--- config.mk ---
export PLATFORM = sky130hd
export DESIGN_NAME = pslot_selector
export DESIGN_NICKNAME = d
export VERILOG_FILES = /design/src/rtl/pslot_pkg.sv /design/src/rtl/pslot_io_decode.sv /design/src/rtl/pslot_map_reg.sv /design/src/rtl/pslot_page_map.sv /design/src/rtl/pslot_selector.sv
export SDC_FILE = /design/constraint.sdc
export NUM_CORES = 1
export LEC_CHECK = 0
export BUFFER_PORTS_ARGS = -buffer_cell sky130_fd_sc_hd__buf_4
export CAP_MARGIN = 20
export CORE_UTILIZATION = 25
export CTS_BUF_LIST = sky130_fd_sc_hd__clkbuf_2 sky130_fd_sc_hd__clkbuf_4 sky130_fd_sc_hd__clkbuf_8
export CTS_CLUSTER_DIAMETER = 150
export DETAILED_ROUTE_END_ITERATION = 7
export GPL_TIMING_DRIVEN = 0
export PLACE_DENSITY_LB_ADDON = 0.25
export SETUP_SLACK_MARGIN = 0.3
export SLEW_MARGIN = 5
export SYNTH_ARGS = -nofsm -noshare
export SYNTH_HDL_FRONTEND = slang
export SYNTH_SLANG_ARGS = --single-unit
--- constraint.sdc ---
create_clock -name clk -period 1.8 [get_ports clk]
set_input_delay 0 -clock clk [delete_from_list [all_inputs] [get_ports clk]]
set_output_delay 0 -clock clk [all_outputs]
set_load 0.005 [all_outputs]
--- src/rtl/pslot_pkg.sv ---
package pslot_pkg;

   // Default geometry of the slot selector
   localparam int unsigned PSL_ADDR_W    = 16;
   localparam int unsigned PSL_PAGE_W    = 2;
   localparam int unsigned PSL_SLOT_W    = 2;
   localparam int unsigned PSL_IO_DEC_W  = 8;
   localparam logic [15:0] PSL_IO_PORT   = 16'h00A8;

   // Kind of bus cycle seen by the selector
   typedef enum logic [1:0] {
      CYC_IDLE = 2'd0,
      CYC_MEM  = 2'd1,
      CYC_IO   = 2'd2,
      CYC_BOTH = 2'd3
   } cyc_kind_e;

   function automatic cyc_kind_e classify(input logic mem_req, input logic io_req);
      return cyc_kind_e'({io_req, mem_req});
   endfunction

endpackage

--- src/rtl/pslot_io_decode.sv ---
module pslot_io_decode #(
   parameter int unsigned ADDR_W   = 16,
   parameter int unsigned IO_DEC_W = 8,
   parameter logic [ADDR_W-1:0] IO_PORT = 16'h00A8
) (
   input  logic              io_req,
   input  logic              rd,
   input  logic              wr,
   input  logic [ADDR_W-1:0] addr,
   output logic              wr_hit,
   output logic              rd_hit
);
   import pslot_pkg::*;

   initial begin
      if (IO_DEC_W == 0 || IO_DEC_W > ADDR_W)
         $error("pslot_io_decode: IO_DEC_W must be 1..ADDR_W");
   end

   logic port_match;
   cyc_kind_e kind;

   assign kind = classify(1'b0, io_req);

   generate
      if (IO_DEC_W == ADDR_W) begin : g_full_dec
         assign port_match = (addr == IO_PORT);
      end else begin : g_part_dec
         assign port_match = (addr[IO_DEC_W-1:0] == IO_PORT[IO_DEC_W-1:0]);
      end
   endgenerate

   assign wr_hit = (kind == CYC_IO) && wr && port_match;
   assign rd_hit = (kind == CYC_IO) && rd && port_match;

endmodule

--- src/rtl/pslot_map_reg.sv ---
module pslot_map_reg #(
   parameter int unsigned DATA_W = 8,
   parameter logic [DATA_W-1:0] RESET_VAL = '0
) (
   input  logic              clk,
   input  logic              rst_n,
   input  logic              load,
   input  logic [DATA_W-1:0] wdata,
   output logic [DATA_W-1:0] q
);

   initial begin
      if (DATA_W == 0)
         $error("pslot_map_reg: DATA_W must be non-zero");
   end

   always_ff @(posedge clk or negedge rst_n) begin
      if (!rst_n)
         q <= RESET_VAL;
      else if (load)
         q <= wdata;
   end

   AST_REG_LOAD: assert property (@(posedge clk) disable iff (!rst_n)
      load |=> (q == $past(wdata)));
   AST_REG_HOLD: assert property (@(posedge clk) disable iff (!rst_n)
      !load |=> $stable(q));

endmodule

--- src/rtl/pslot_page_map.sv ---
module pslot_page_map #(
   parameter int unsigned ADDR_W = 16,
   parameter int unsigned PAGE_W = 2,
   parameter int unsigned SLOT_W = 2,
   localparam int unsigned NUM_PAGES = 1 << PAGE_W,
   localparam int unsigned NUM_SLOTS = 1 << SLOT_W,
   localparam int unsigned REG_W     = NUM_PAGES * SLOT_W
) (
   input  logic                 clk,
   input  logic                 rst_n,
   input  logic                 mem_req,
   input  logic [ADDR_W-1:0]    addr,
   input  logic [REG_W-1:0]     map,
   output logic [PAGE_W-1:0]    page,
   output logic [NUM_SLOTS-1:0] slot_sel
);

   initial begin
      if (PAGE_W == 0 || PAGE_W >= ADDR_W)
         $error("pslot_page_map: PAGE_W out of range");
      if (SLOT_W == 0)
         $error("pslot_page_map: SLOT_W must be non-zero");
   end

   logic [SLOT_W-1:0] field [NUM_PAGES];
   logic [SLOT_W-1:0] cur_slot;

   assign page = addr[ADDR_W-1 -: PAGE_W];

   generate
      for (genvar p = 0; p < NUM_PAGES; p++) begin : g_field
         assign field[p] = map[p*SLOT_W +: SLOT_W];
      end
   endgenerate

   assign cur_slot = field[page];

   generate
      for (genvar s = 0; s < NUM_SLOTS; s++) begin : g_sel
         assign slot_sel[s] = mem_req && (cur_slot == SLOT_W'(s));
      end
   endgenerate

   AST_SEL_ONEHOT: assert property (@(posedge clk) disable iff (!rst_n)
      mem_req |-> ($countones(slot_sel) == 1));
   AST_SEL_IDLE: assert property (@(posedge clk) disable iff (!rst_n)
      !mem_req |-> (slot_sel == '0));

endmodule

--- src/rtl/pslot_selector.sv ---
module pslot_selector #(
   parameter int unsigned ADDR_W   = pslot_pkg::PSL_ADDR_W,
   parameter int unsigned PAGE_W   = pslot_pkg::PSL_PAGE_W,
   parameter int unsigned SLOT_W   = pslot_pkg::PSL_SLOT_W,
   parameter int unsigned IO_DEC_W = pslot_pkg::PSL_IO_DEC_W,
   parameter logic [ADDR_W-1:0] IO_PORT = pslot_pkg::PSL_IO_PORT,
   localparam int unsigned NUM_SLOTS = 1 << SLOT_W,
   localparam int unsigned DATA_W    = (1 << PAGE_W) * SLOT_W
) (
   input  logic                 clk,
   input  logic                 rst_n,
   input  logic                 mem_req,
   input  logic                 io_req,
   input  logic                 rd,
   input  logic                 wr,
   input  logic [ADDR_W-1:0]    addr,
   input  logic [DATA_W-1:0]    wdata,
   output logic [DATA_W-1:0]    rdata,
   output logic [NUM_SLOTS-1:0] slot_sel,
   output logic [DATA_W-1:0]    slot_reg,
   output logic [PAGE_W-1:0]    page
);

   logic wr_hit;
   logic rd_hit;

   pslot_io_decode #(
      .ADDR_W   (ADDR_W),
      .IO_DEC_W (IO_DEC_W),
      .IO_PORT  (IO_PORT)
   ) u_io_decode (
      .io_req (io_req),
      .rd     (rd),
      .wr     (wr),
      .addr   (addr),
      .wr_hit (wr_hit),
      .rd_hit (rd_hit)
   );

   pslot_map_reg #(
      .DATA_W    (DATA_W),
      .RESET_VAL ('0)
   ) u_map_reg (
      .clk   (clk),
      .rst_n (rst_n),
      .load  (wr_hit),
      .wdata (wdata),
      .q     (slot_reg)
   );

   pslot_page_map #(
      .ADDR_W (ADDR_W),
      .PAGE_W (PAGE_W),
      .SLOT_W (SLOT_W)
   ) u_page_map (
      .clk      (clk),
      .rst_n    (rst_n),
      .mem_req  (mem_req),
      .addr     (addr),
      .map      (slot_reg),
      .page     (page),
      .slot_sel (slot_sel)
   );

   assign rdata = rd_hit ? slot_reg : '0;

   AST_RD_MATCH: assert property (@(posedge clk) disable iff (!rst_n)
      (io_req && rd && addr[IO_DEC_W-1:0] == IO_PORT[IO_DEC_W-1:0])
      |-> (rdata == slot_reg));
   AST_MEMWR_KEEP: assert property (@(posedge clk) disable iff (!rst_n)
      (!io_req) |=> $stable(slot_reg));

endmodule

# Word level (Yosys, flattened, before mapping)
# Index checks and enable logic that the tools add are counted.
dict set report totals {
  input_bits 30
  output_inout_bits 22
  reg_bits 8
  word_cells 20
}
dict set report op_classes {
  n_lt_le_gt_ge 1
  eq_ne 4
  reduce_logical 9
  n_mux 4
  bitwise_logic 1
}
# operator count
set ops {}
lappend ops {{$eq 8x8->1 const B} 1}
lappend ops {{$logic_and 1x1->1} 8}
lappend ops {{$mux 8} 1}
lappend ops {{$bmux 2 s2} 1}
lappend ops {{$eq 2x2->1 const B} 2}
lappend ops {{$mux 2} 2}
lappend ops {{$ge 3x3->1 const B} 1}
lappend ops {{$not 2->3} 1}
lappend ops {{$eq 2x1->1 const B} 1}
lappend ops {{$logic_not 2->1} 1}

# Longest topological paths before layout
# Gate-level depths: netlist of the first run.
dict set report logic_depth {
  ltp_word 6
  mapped_depth 3
  mapped_depth_nobuf 3
}

# Modules after synthesis
# A second synthesis of the first run with hierarchy kept.
dict set report hier_totals {
  hier_cells 39
  area_unflattened_um2 538.0
}
# mod cells_per_inst seq_area_each_um2 n_inst area_per_inst_um2
set by_module_without_submodules {}
lappend by_module_without_submodules {pslot_map_reg 17 200.2 1 331.6}
lappend by_module_without_submodules {pslot_page_map 9 0.0 1 105.1}
lappend by_module_without_submodules {pslot_io_decode 5 0.0 1 51.3}
lappend by_module_without_submodules {pslot_selector 8 0.0 1 50.0}

# Worst setup path before layout of the first run
# OpenSTA, ideal clock, no wires.
dict set report synth_timing {
  kind {input -> register}
  from {in addr[1]}
  to {reg u_map_reg.q[0]}
  t_required_ps 1675
  path_stages 3
  t_arrival_ps 1260
  path_buffers 0
  setup_ps 125
  path_slack_ps 416
  path_cell_list {or4b_4 > nor4_4 > mux2_2}
}
dict set report synth_via {
  elab_chain_len 2
}
# element line_no
set synth_rtl {}
lappend synth_rtl {{start: declaration} pslot_selector.sv:16} ;# input logic [ADDR_W-1:0] addr,
lappend synth_rtl {{$eq 8x8->1} pslot_io_decode.sv:29} ;# assign port_match = (addr[IO_DEC_W-1:0] == IO_PORT[IO_DEC_W-1:0]);
lappend synth_rtl {{$logic_and 1x1->1} pslot_io_decode.sv:33} ;# assign wr_hit = (kind == CYC_IO) && wr && port_match;
lappend synth_rtl {{end signal: assignment} pslot_map_reg.sv:21} ;# q <= wdata;
lappend synth_rtl {{end: declaration} pslot_map_reg.sv:9} ;# output logic [DATA_W-1:0] q
# No other way between the ends.
# A chain may end at the register's enable or synchronous reset.

# Final worst setup path of the first run
dict set report layout_timing {
  from {reg u_map_reg.q[7]}
  to {out slot_sel[1]}
}
dict set report layout_via {
  elab_chain_len 5
}
# element line_no
set layout_rtl {}
lappend layout_rtl {{$bmux 2 s2} pslot_page_map.sv:36} ;# assign cur_slot = field[page];
lappend layout_rtl {{$mux 2 (implied by the code) (2 in series)} pslot_page_map.sv:36}
lappend layout_rtl {{$eq 2x1->1} pslot_page_map.sv:40} ;# assign slot_sel[s] = mem_req && (cur_slot == SLOT_W'(s));
lappend layout_rtl {{$logic_and 1x1->1} pslot_page_map.sv:40}
lappend layout_rtl {{end: declaration} pslot_selector.sv:19} ;# output logic [NUM_SLOTS-1:0] slot_sel,
# No other way between the ends. The select of a mux whose other input is x is not followed.

==> run metrics, run 1 <==
status=completed; grt total ovfl=0; DRT Wirelength=1516 um; synth cell count leaders=and2_2, dfrtp_1, mux2_2; # DRC=0; Post-synth EDFFs=0; Synth area leaders=dfrtp_1, mux2_2, and2_2, mux4_2, nor4_4; worst hold slack=102.5 ps; Netlist Area Pre-Place=498.0 sq um; Mapped Nets=69; P&R area growth vs syn=113.8%; TritonCTS Sinks=8; period utilisation layout=83.34%; nets@finish=137; pin count of the biggest net entering global routing=9; DRT iter0 DRCs=4; RePlAce Congestion=0.6142; CTS Root Cell=clkbuf_4; detailed placer's ending HPWL=1108 um; Num CTS Buffers=3; Seq/Total Area, Yosys=40.20%; vias=564; setup violators final=0; worst min path class=input pin to asynchronous set/reset pin; crit path time final=1500 ps; cell count after synthesis=39; Horiz. Die Dim=46.63 um; Max stage delay cell, worst path=mux4_2; Reg clk slew, reported paths=60 ps; wire per inst=11.66 um; crit-path max cell delay=520 ps; post-route ant nets=0; critical path class=flop to output port; RSZ-0062 raised after global routing=yes; count of different cell masters after synthesis=15; Max Cap Viol=0; critical path, cell by cell=mux4_2 -> and3b_1 -> buf_4; max FFs per register=8; area leader, netlist=dfrtp_1; Peak VDD IR=0.2895 mV; Die H=46.63 um; Port Buffers=45; Synth Warn #=0; vias in the first global route=558; layout cells sized above 1=77.14%; Area after DPL=872.1 sq um; Syn Area/Cell=12.77 sq um; CP Launch Type=flop; Synth top area share=40.20%; Worst Skew=0 ps; power per cell area=411.5 nW/um^2; H-tree depth=1; initial antenna violation count=0; Bufs on Longest Clock Path=2; top flop regs=u_map_reg.q (8); IO Pins=52; Static Leak=0.5798 nW; Synth Flop Type=dfrtp_1; WP data required=1800 ps; vias per cell=4.338; gr usage total=15.93%; critical path arrival=1500 ps; Rows=15; ys async rst share=100.0%; Die Area=2174 sq um; TritonRoute pass-1 iters=2; Initial Util=27.64%; Worst-Margin Slew=595.7 ps; first-pass GRT wire length=2311 um; Final Cell Area=1065 sq um; Reg with most FFs=u_map_reg.q; Worst slew margin=59.99%; CTS tree=done; Final Hold Violating Endpoints=0; final setup TNS=0 ps; Clk Latency, worst-skew pair=250 ps; Final Max Slew Viols=0; Core Area=1802 sq um; Ant. Diodes=0; CP Max Fanout=4; Crit. End Element=output port; Peak Freq=666.6 MHz; synthesized flop and latch total=8
power by group:
| part | switching, W | leakage (nW) | internal [W] | total, W |
|---|---|---|---|---|
| clock network | 0.0000678 | 0.0138 | 0.0000768 | 0.000145 |
| logic | 0.0000317 | 0.455 | 0.0000746 | 0.000106 |
| registers | 0.00000261 | 0.111 | 0.000185 | 0.000187 |
| total | 0.000102 | 0.580 | 0.000336 | 0.000438 |
critical path, delay by kind of cell (launching register included):
kind / cells / cell delay, ps
DFF: 1 / 380
buffers and inverters: 1 / 110
muxes: 1 / 520
and+or+nand+nor: 1 / 240
worst paths after layout:
kind | start | end | slack, ps | cells past startpoint
min in group clk | addr[6] | u_map_reg.q[2] | 180 | 3
worst min register to register | u_map_reg.q[2] | u_map_reg.q[2] | 620 | 2
worst max-delay path | u_map_reg.q[7] | slot_sel[1] | 300 | 3
max in group asynchronous | rst_n | u_map_reg.q[6] | 1570 | 2
worst min-delay path | rst_n | u_map_reg.q[2] | 100 | 2
worst max register to register | u_map_reg.q[0] | u_map_reg.q[0] | 910 | 2
metal layers:
layer	up-vias	wire length, um	track usage, %
met3	2	58	2.353
met2	21	860	28.89
li1	271	-	-
met4	0	11	10.29
met5	-	0	0
met1	270	585	16.75
per-stage QoR:
| stage | cells | power [W] | util [%] | setup WS, ps |
|---|---|---|---|---|
| 3_5_place_dp | 110 | 0.0002719 | 48.40 | 39.89 |
| 4_1_cts | 130 | 0.0004427 | 59.10 | 291.3 |
| 5_1_grt | 130 | 0.0004567 | 59.10 | 248.2 |
| 6_report | 130 | 0.0004382 | 59.10 | 299.9 |
| 2_1_floorplan | 39 | 0.0002116 | - | 415.6 |
| 3_3_place_gp | 109 | 0.0002702 | 48.13 | -198.3 |
final cells by class:
type	count	area (sq um)
Buffer	2	15.01
Clock buffer	3	22.52
Sequential cell	8	200.2
Timing Repair Buffer	63	493.0
Multi-Input combinational cell	27	295.3
Inverter	2	7.507
Fill cell	165	737.0
Tap cell	25	31.28
kinds of logic (layout without fill, tap and decap cells):
kind of cell	count (synthesis)	count (layout)	share of synthesized area [%]
and+or+nand+nor	17	17	28.14
DFF	8	8	40.20
buffers and inverters	4	70	4.522
muxes	10	10	27.14
what timing repair did:
action	CTS	global route
gates resized for setup	3	0
endpoints found under the hold margin	16	0
hold buffers	9	0
endpoints found under the setup margin	11	3
buffers inserted	8	0
cells in the final DEF (no fill, tap or decap):
| cell | count |
|---|---|
| and2_2 | 8 |
| nor2_1 | 1 |
| and3b_1 | 1 |
| nand2_1 | 1 |
| nor4_4 | 2 |
| nor3b_2 | 1 |
| nand4b_1 | 1 |
| buf_2 | 1 |
| mux2_2 | 8 |
| dfrtp_1 | 8 |
| and3_1 | 1 |
| inv_1 | 2 |
| or4b_4 | 1 |
| buf_4 | 55 |
| mux4_2 | 2 |
| dlygate4sd3_1 | 9 |
| clkbuf_4 | 3 |
Note: power is estimated with default switching activity, not from simulation.
==> inputs of run 2 (changes only) <==
Settings changed: ABC_AREA set to 1.
Clock period 1.8 ns to 1.4 ns, I/O delays scaled along.
==> run 2 against run 1 <==
Compared with the run above:
- worst hold slack got worse by 92 ps
- final cell count grew 36%
- clock skew unchanged
- critical endpoint is now slot_sel[2]
- critical path depth rose by 4
- highest routed layer unchanged
- die area grew 17%
- count of clock-buffer cells in the layout is the same
- first-iteration DRC count increased to 2.8 times the previous value
- register-to-register slack got worse by 370 ps
- critical path type unchanged
- total power grew 28%
==> run metrics, run 2 <==
nets@finish=181 (+32%); CTS tree=done; Clk Latency, worst-skew pair=250 ps (about the same); Post-synth EDFFs=0 (unchanged); Netlist Area Pre-Place=585.6 sq um (+18%); IO Pins=52 (unchanged); P&R area growth vs syn=86.97%; Crit. End Element=output port; vias in the first global route=646 (+16%); grt total ovfl=0 (unchanged); Horiz. Die Dim=50.40 um (+8.1%); status=completed; Num CTS Buffers=3 (unchanged); Synth top area share=34.19% (-6.0 points); vias=755 (+34%); Rows=17 (+2); reg-to-reg startpoint=u_map_reg.q[0]; critical path class=flop to output port; Die H=50.40 um (+8.1%); worst min path class=input pin to flop; setup violators final=0 (unchanged); most frequent CP cell=inv_2; multi-input logic area=327.8 sq um (+11%); CP Max Fanout=3 (-1); post-route ant nets=0 (unchanged); Worst Hold Depth=3; hold endpoint=u_map_reg.q[0]; count of different cell masters after synthesis=13 (-2); Worst Skew=0 ps (unchanged); Static Leak=0.6247 nW (+7.7%); WP data required=1400 ps (-400 ps); Seq/Total Area, Yosys=34.19% (-6.0 points); first-pass GRT wire length=2573 um (+11%); DRT iter0 DRCs=11 (+7); Synth Flop Type=dfrtp_1; Final Max Slew Viols=0 (unchanged); critical path, cell by cell=inv_2 -> o21ai_2 -> nand2_1 -> nand2_2 -> inv_2 -> nor2_2 -> buf_4; Peak VDD IR=0.2205 mV (-24%); power per cell area=510.6 nW/um^2 (+24%); Final Hold Violating Endpoints=0 (unchanged); commonest non-fill, non-tap cell in the layout=buf_4; delay-heaviest family, CP=flip-flops; Layout Utilization=49.49% (-9.6 points); Initial Util=26.47% (-1.2 points); area leader, netlist=dfrtp_1; Port Buffers=45 (unchanged); gr usage total=13.69% (-2.2 points); TritonRoute pass-1 iters=4 (+2); crit-path max cell delay=360 ps (-160 ps); most frequent cells in the layout=buf_4, nand2_1, inv_1; synth cell count leaders=nand2_1, inv_1, nor2_1; Worst-Margin Slew=280.8 ps (-314.9 ps); synthesized flop and latch total=8 (unchanged); pin count of the biggest net entering global routing=11 (+2); Reg clk slew, reported paths=50 ps (about the same); initial antenna violation count=0 (unchanged); cell count after synthesis=89 (+130%); H-tree depth=1 (unchanged); Syn Area/Cell=6.579 sq um (-48%); vias per cell=4.266 (-1.7%); Worst Reg-to-Reg Cells=4 (+2); FF/Latch Area=200.2 sq um (unchanged); ys async rst share=100.0% (unchanged); CP Buf/Inv Count=3 (+2); Core Area=2212 sq um (+23%); # DRC=0 (unchanged); critical path arrival=1190 ps (-310 ps); RSZ-0062 raised after global routing=yes; CP Launch Type=flop; layout cells sized above 1=51.01% (-26 points); Peak Freq=841.1 MHz; Filler Cells Inserted=229 (+39%); Max Cap Viol=0 (unchanged); Bufs on Longest Clock Path=2 (unchanged); Synth Warn #=0 (unchanged); Ant. Diodes=0 (unchanged); Worst R2R End=u_map_reg.q[0]; TritonCTS Sinks=8 (unchanged); period utilisation layout=84.92%; Worst slew margin=81.24% (+21 points); Max stage delay cell, worst path=dfrtp_1; crit path time final=1189 ps; top flop regs=u_map_reg.q (8); Mapped Nets=119 (+72%); RePlAce Congestion=0.7701 (+25%); detailed placer's ending HPWL=1261 um (+14%); Reg with most FFs=u_map_reg.q; most common cell in the synthesized netlist=nand2_1; HP Start=wdata[0]; Die Area=2540 sq um (+17%); wire per inst=9.181 um (-21%); Synth area leaders=dfrtp_1, nand2_1, inv_1, nand4_1, nor2_1; CTS Root Cell=clkbuf_4; final setup TNS=0 ps (unchanged); max FFs per register=8 (unchanged); R2R Setup Slk=540 ps (-370 ps); DRT Wirelength=1625 um (+7.2%)
-- run 2: changes by cell type after synthesis, sizes merged, moves of 4 or more --
cell / change
nor2: +13
mux2: -8
and2: -8
nand3: +4
nand2: +32
inv: +14
nand4: +8
-- run 2: kinds of logic (layout without fill, tap and decap cells) --
kind of cell / count (synthesis) / in the layout / share of synthesized area [%]
and+or+nand+nor: 60 / 60 / 50.64
buffers and inverters: 19 / 79 / 13.46
AOI/OAI and AO/OA: 2 / 2 / 1.709
DFF: 8 / 8 / 34.19
-- run 2: layout make-up --
cell class                      count  share of cell area [%]
Buffer                              2                   1.371
Clock buffer                        3                   2.057
Inverter                           17                   5.829
Multi-Input combinational cell     62                   29.94
Sequential cell                     8                   18.29
Tap cell                           28                   3.200
Timing Repair Buffer               57                   39.31
-- run 2: routing by layer --
metal  global-route usage, %  up-vias  share of wire, %
li1                        -      395                 -
met1                   14.44      317                40
met2                   23.33       41                50
met3                   4.848        2               8.6
met4                   7.870        0              0.98
met5                       0        -                 0
-- run 2: repair_timing --
action,CTS,global route
hold buffers,1,0
gates cloned,0,0
hold endpoints to repair,8,0
setup endpoints to repair,4,4
pin swaps,3,7
setup buffers,8,3
resized for setup,5,7
-- run 2: worst min-delay path, cell delays in order --
cell and delay [ps]:
buf_4 70, nand4_1 80, nand2_1 70
-- run 2: power by group --
part	leakage, nW	total, W	internal, W	switching [W]
logic	0.500	0.000148	0.0000859	0.0000620
registers	0.111	0.000242	0.000238	0.00000379
clock network	0.0138	0.000169	0.0000976	0.0000717
-- run 2: worst max-delay path by stage --
stage                    from  cells past startpoint           to  slack, ps
2_1_floorplan  u_map_reg.q[5]                      6  slot_sel[2]        570
3_3_place_gp   u_map_reg.q[5]                      7  slot_sel[3]        420
3_5_place_dp   u_map_reg.q[5]                      7  slot_sel[2]        410
4_1_cts        u_map_reg.q[1]                      7  slot_sel[2]        240
5_1_grt        u_map_reg.q[5]                      7  slot_sel[2]         70
6_report       u_map_reg.q[1]                      7  slot_sel[2]        210
-- run 2: stage by stage --
step / total power [W] / cell area, sq um / hold WS (ps) / cells / setup slack [ps]
2_1_floorplan: 0.0002913 / 585.6 / -295.6 / 89 / 567.3
6_report: 0.0005590 / 1095 / 10.25 / 177 / 211.1
5_1_grt: 0.0006021 / 1095 / 21.27 / 177 / 74.71
3_5_place_dp: 0.0003736 / 958.4 / -179.5 / 162 / 412.6
4_1_cts: 0.0005592 / 1059 / 8.811 / 174 / 236.6
3_3_place_gp: 0.0003706 / 958.4 / -181.3 / 162 / 420.1
==> inputs of run 3 (changes only) <==
Clock period 1.4 ns to 1 ns, I/O delays scaled along.
==> run 3 against run 2 <==
Compared with the run above:
- the run now ends with setup timing left
- combinational power up 60%
- global-route usage up 0.75 points
- clock skew unchanged
- die area unchanged
- sequential share of layout area down 1.9 points
- critical path depth unchanged
- worst hold slack better by 1.4 ps
- final cell count up 2.3%
- via count down 0.13%
- cell area up 12%
- non-clock buffer count up 4
- wire length up 6.3%
- critical path type unchanged
- critical endpoint unchanged
- highest routed layer unchanged
==> run metrics, run 3 (synthesis results as in run 2) <==
Rows=17 (unchanged); met1 usage=16.64% (+2.2 points); pin count of the biggest net entering global routing=10 (-1); met2 GRT Util=25.56% (+2.2 points); gr usage total=14.44% (+0.75 points); power per cell area=661.9 nW/um^2 (+30%); clock share of power=29.0% (-1.3 points); Peak VDD IR=0.4095 mV (+86%); CTS Root Cell=clkbuf_4; first-pass GRT wire length=2787 um (+8.3%); commonest non-fill, non-tap cell in the layout=buf_4; Worst Hold Depth=3 (unchanged); Final Max Slew Viols=0 (unchanged); max FFs per register=8 (unchanged); Crit. End Element=output port; wire per inst=9.547 um (+4.0%); H-tree depth=1 (unchanged); P&R area growth vs syn=109.2%; setup violators final=4 (+4); switching share of power=24.58% (about the same); Max Cap Viol=0 (unchanged); RSZ-0062 raised after global routing=yes; Worst Skew=0 ps (unchanged); critical path class=flop to output port; GR peak layer=met2; DRT iter0 DRCs=3 (-8); TritonRoute pass-1 iters=2 (-2); Area after DPL=963.4 sq um (+0.52%); most frequent cells in the layout=buf_4, nand2_1, buf_6; vias per cell=4.166 (-2.3%); WP data required=1000 ps (-400 ps); Reg power frac=41.8% (-1.4 points); Static Leak=0.6683 nW (+7.0%); GR Layer Usage met3=2.424% (-2.4 points); Num CTS Buffers=3 (unchanged); Worst Reg-to-Reg Cells=4 (unchanged); top flop regs=u_map_reg.q (8); Reg clk slew, reported paths=50 ps (about the same); status=complete, but fails checks; vias in the first global route=685 (+6.0%); grt total ovfl=0 (unchanged); Worst R2R End=u_map_reg.q[5]; Horiz. Die Dim=50.40 um (unchanged); hold endpoint=u_map_reg.q[5]; DRT Wirelength=1728 um (+6.3%); final worst slack=-165.6 ps (-376.7 ps); dpl cells=162 (unchanged); reg-to-reg startpoint=u_map_reg.q[5]; Switch Pwr=0.0001993 W (+45%); period utilisation layout=116.6%; Pwr Total=0.0008107 W (+45%); post-route ant nets=0 (unchanged); combinational group share of total power=29.2% (+2.7 points); CP Max Fanout=3 (unchanged); CP Launch Type=flop; Worst-Margin Slew=247.7 ps (-33.04 ps); Pint=0.0006114 W (+45%); Die H=50.40 um (unchanged); Ant. Diodes=0 (unchanged); initial antenna violation count=0 (unchanged); Worst slew margin=83.38% (+2.1 points); Peak Freq=858.0 MHz; Clk Latency, worst-skew pair=250 ps (about the same); final setup TNS=-621.6 ps (-621.6 ps); R2R Setup Slk=170 ps (-370 ps); worst hold slack=11.60 ps (+1.352 ps); Port Buffers=45 (unchanged); violated checks=setup timing; IO Pins=52 (unchanged); Final Cell Area=1225 sq um (+12%); Die Area=2540 sq um (unchanged); layout cells sized above 1=63.40% (+12 points); HP Start=wdata[5]; TritonCTS Sinks=8 (unchanged); Bufs on Longest Clock Path=2 (unchanged); Reg with most FFs=u_map_reg.q; Core Area=2212 sq um (unchanged); final std cells w/o fill=181 (+2.3%); crit path time final=1166 ps; worst min path class=input pin to flop; critical path arrival=1170 ps (-20 ps); vias=754 (-0.13%); Final Hold Violating Endpoints=0 (unchanged); nets@finish=185 (+2.2%); Initial Util=26.47% (unchanged); CTS tree=done; RePlAce Congestion=0.7247 (-5.9%); detailed placer's ending HPWL=1290 um (+2.4%); # DRC=0 (unchanged)
run 3: cell types whose count changed in the layout (fill, tap and decap cells not counted), moves of 6 or more:
| cell | change |
|---|---|
| inv_2 | +8 |
| buf_4 | -16 |
| buf_6 | +20 |
| inv_1 | -9 |
| nand2_2 | +6 |
| nand2_1 | -6 |
run 3: power by group through the flow:
stage          Sequential [W]  Combinational [W]  Clock [W]
4_1_cts              0.000339           0.000221   0.000244
2_1_floorplan        0.000346          0.0000642          0
3_3_place_gp         0.000347           0.000176          0
5_1_grt              0.000339           0.000260   0.000261
3_5_place_dp         0.000348           0.000180          0
6_report             0.000339           0.000237   0.000235
run 3: cell type report:
| class | instances | area, sq um |
|---|---|---|
| Timing Repair Buffer | 61 | 535.5 |
| Multi-Input combinational cell | 62 | 350.3 |
| Buffer | 2 | 15.01 |
| Sequential cell | 8 | 200.2 |
| Inverter | 17 | 66.31 |
| Clock buffer | 3 | 22.52 |
| Tap cell | 28 | 35.03 |
| Fill cell | 215 | 987.2 |
run 3: layer usage:
layer,vias to the layer above,wire [um]
met4,0,27
met5,-,0
met2,37,862
li1,401,-
met1,313,708
met3,3,129
run 3: what timing repair did:
item | 4_1_cts | 5_1_grt
endpoints found under the setup margin | 20 | 28
setup buffers | 11 | 4
hold buffers | 1 | 0
pin swaps | 8 | 5
gates resized for setup | 27 | 16
hold endpoints to repair | 8 | 0
run 3: worst max path at each step:
stage                              start           to  depth (start not counted)
after global placement    u_map_reg.q[1]  slot_sel[2]                          7
after global routing      u_map_reg.q[2]  slot_sel[0]                          6
after floorplan           u_map_reg.q[1]  slot_sel[2]                          6
after CTS                 u_map_reg.q[5]  slot_sel[3]                          7
final                     u_map_reg.q[5]  slot_sel[2]                          7
after detailed placement  u_map_reg.q[5]  slot_sel[2]                          7
run 3: through the flow:
| stage | worst slack (ps) | utilization, % |
|---|---|---|
| floorplan | 182.8 | - |
| global placement | 46.95 | 43.55 |
| detailed placement | 32.38 | 43.55 |
| CTS | -157.4 | 51.64 |
| global route | -254.1 | 55.37 |
| finish | -165.6 | 55.37 |
run 3: critical path: stages, from the launching register on:
cell and delay, ps:
dfrtp_1 350, inv_2 40, o21ai_1 110, nand2_1 80
nand2_2 80, inv_2 40, nor2_1 80, buf_4 110
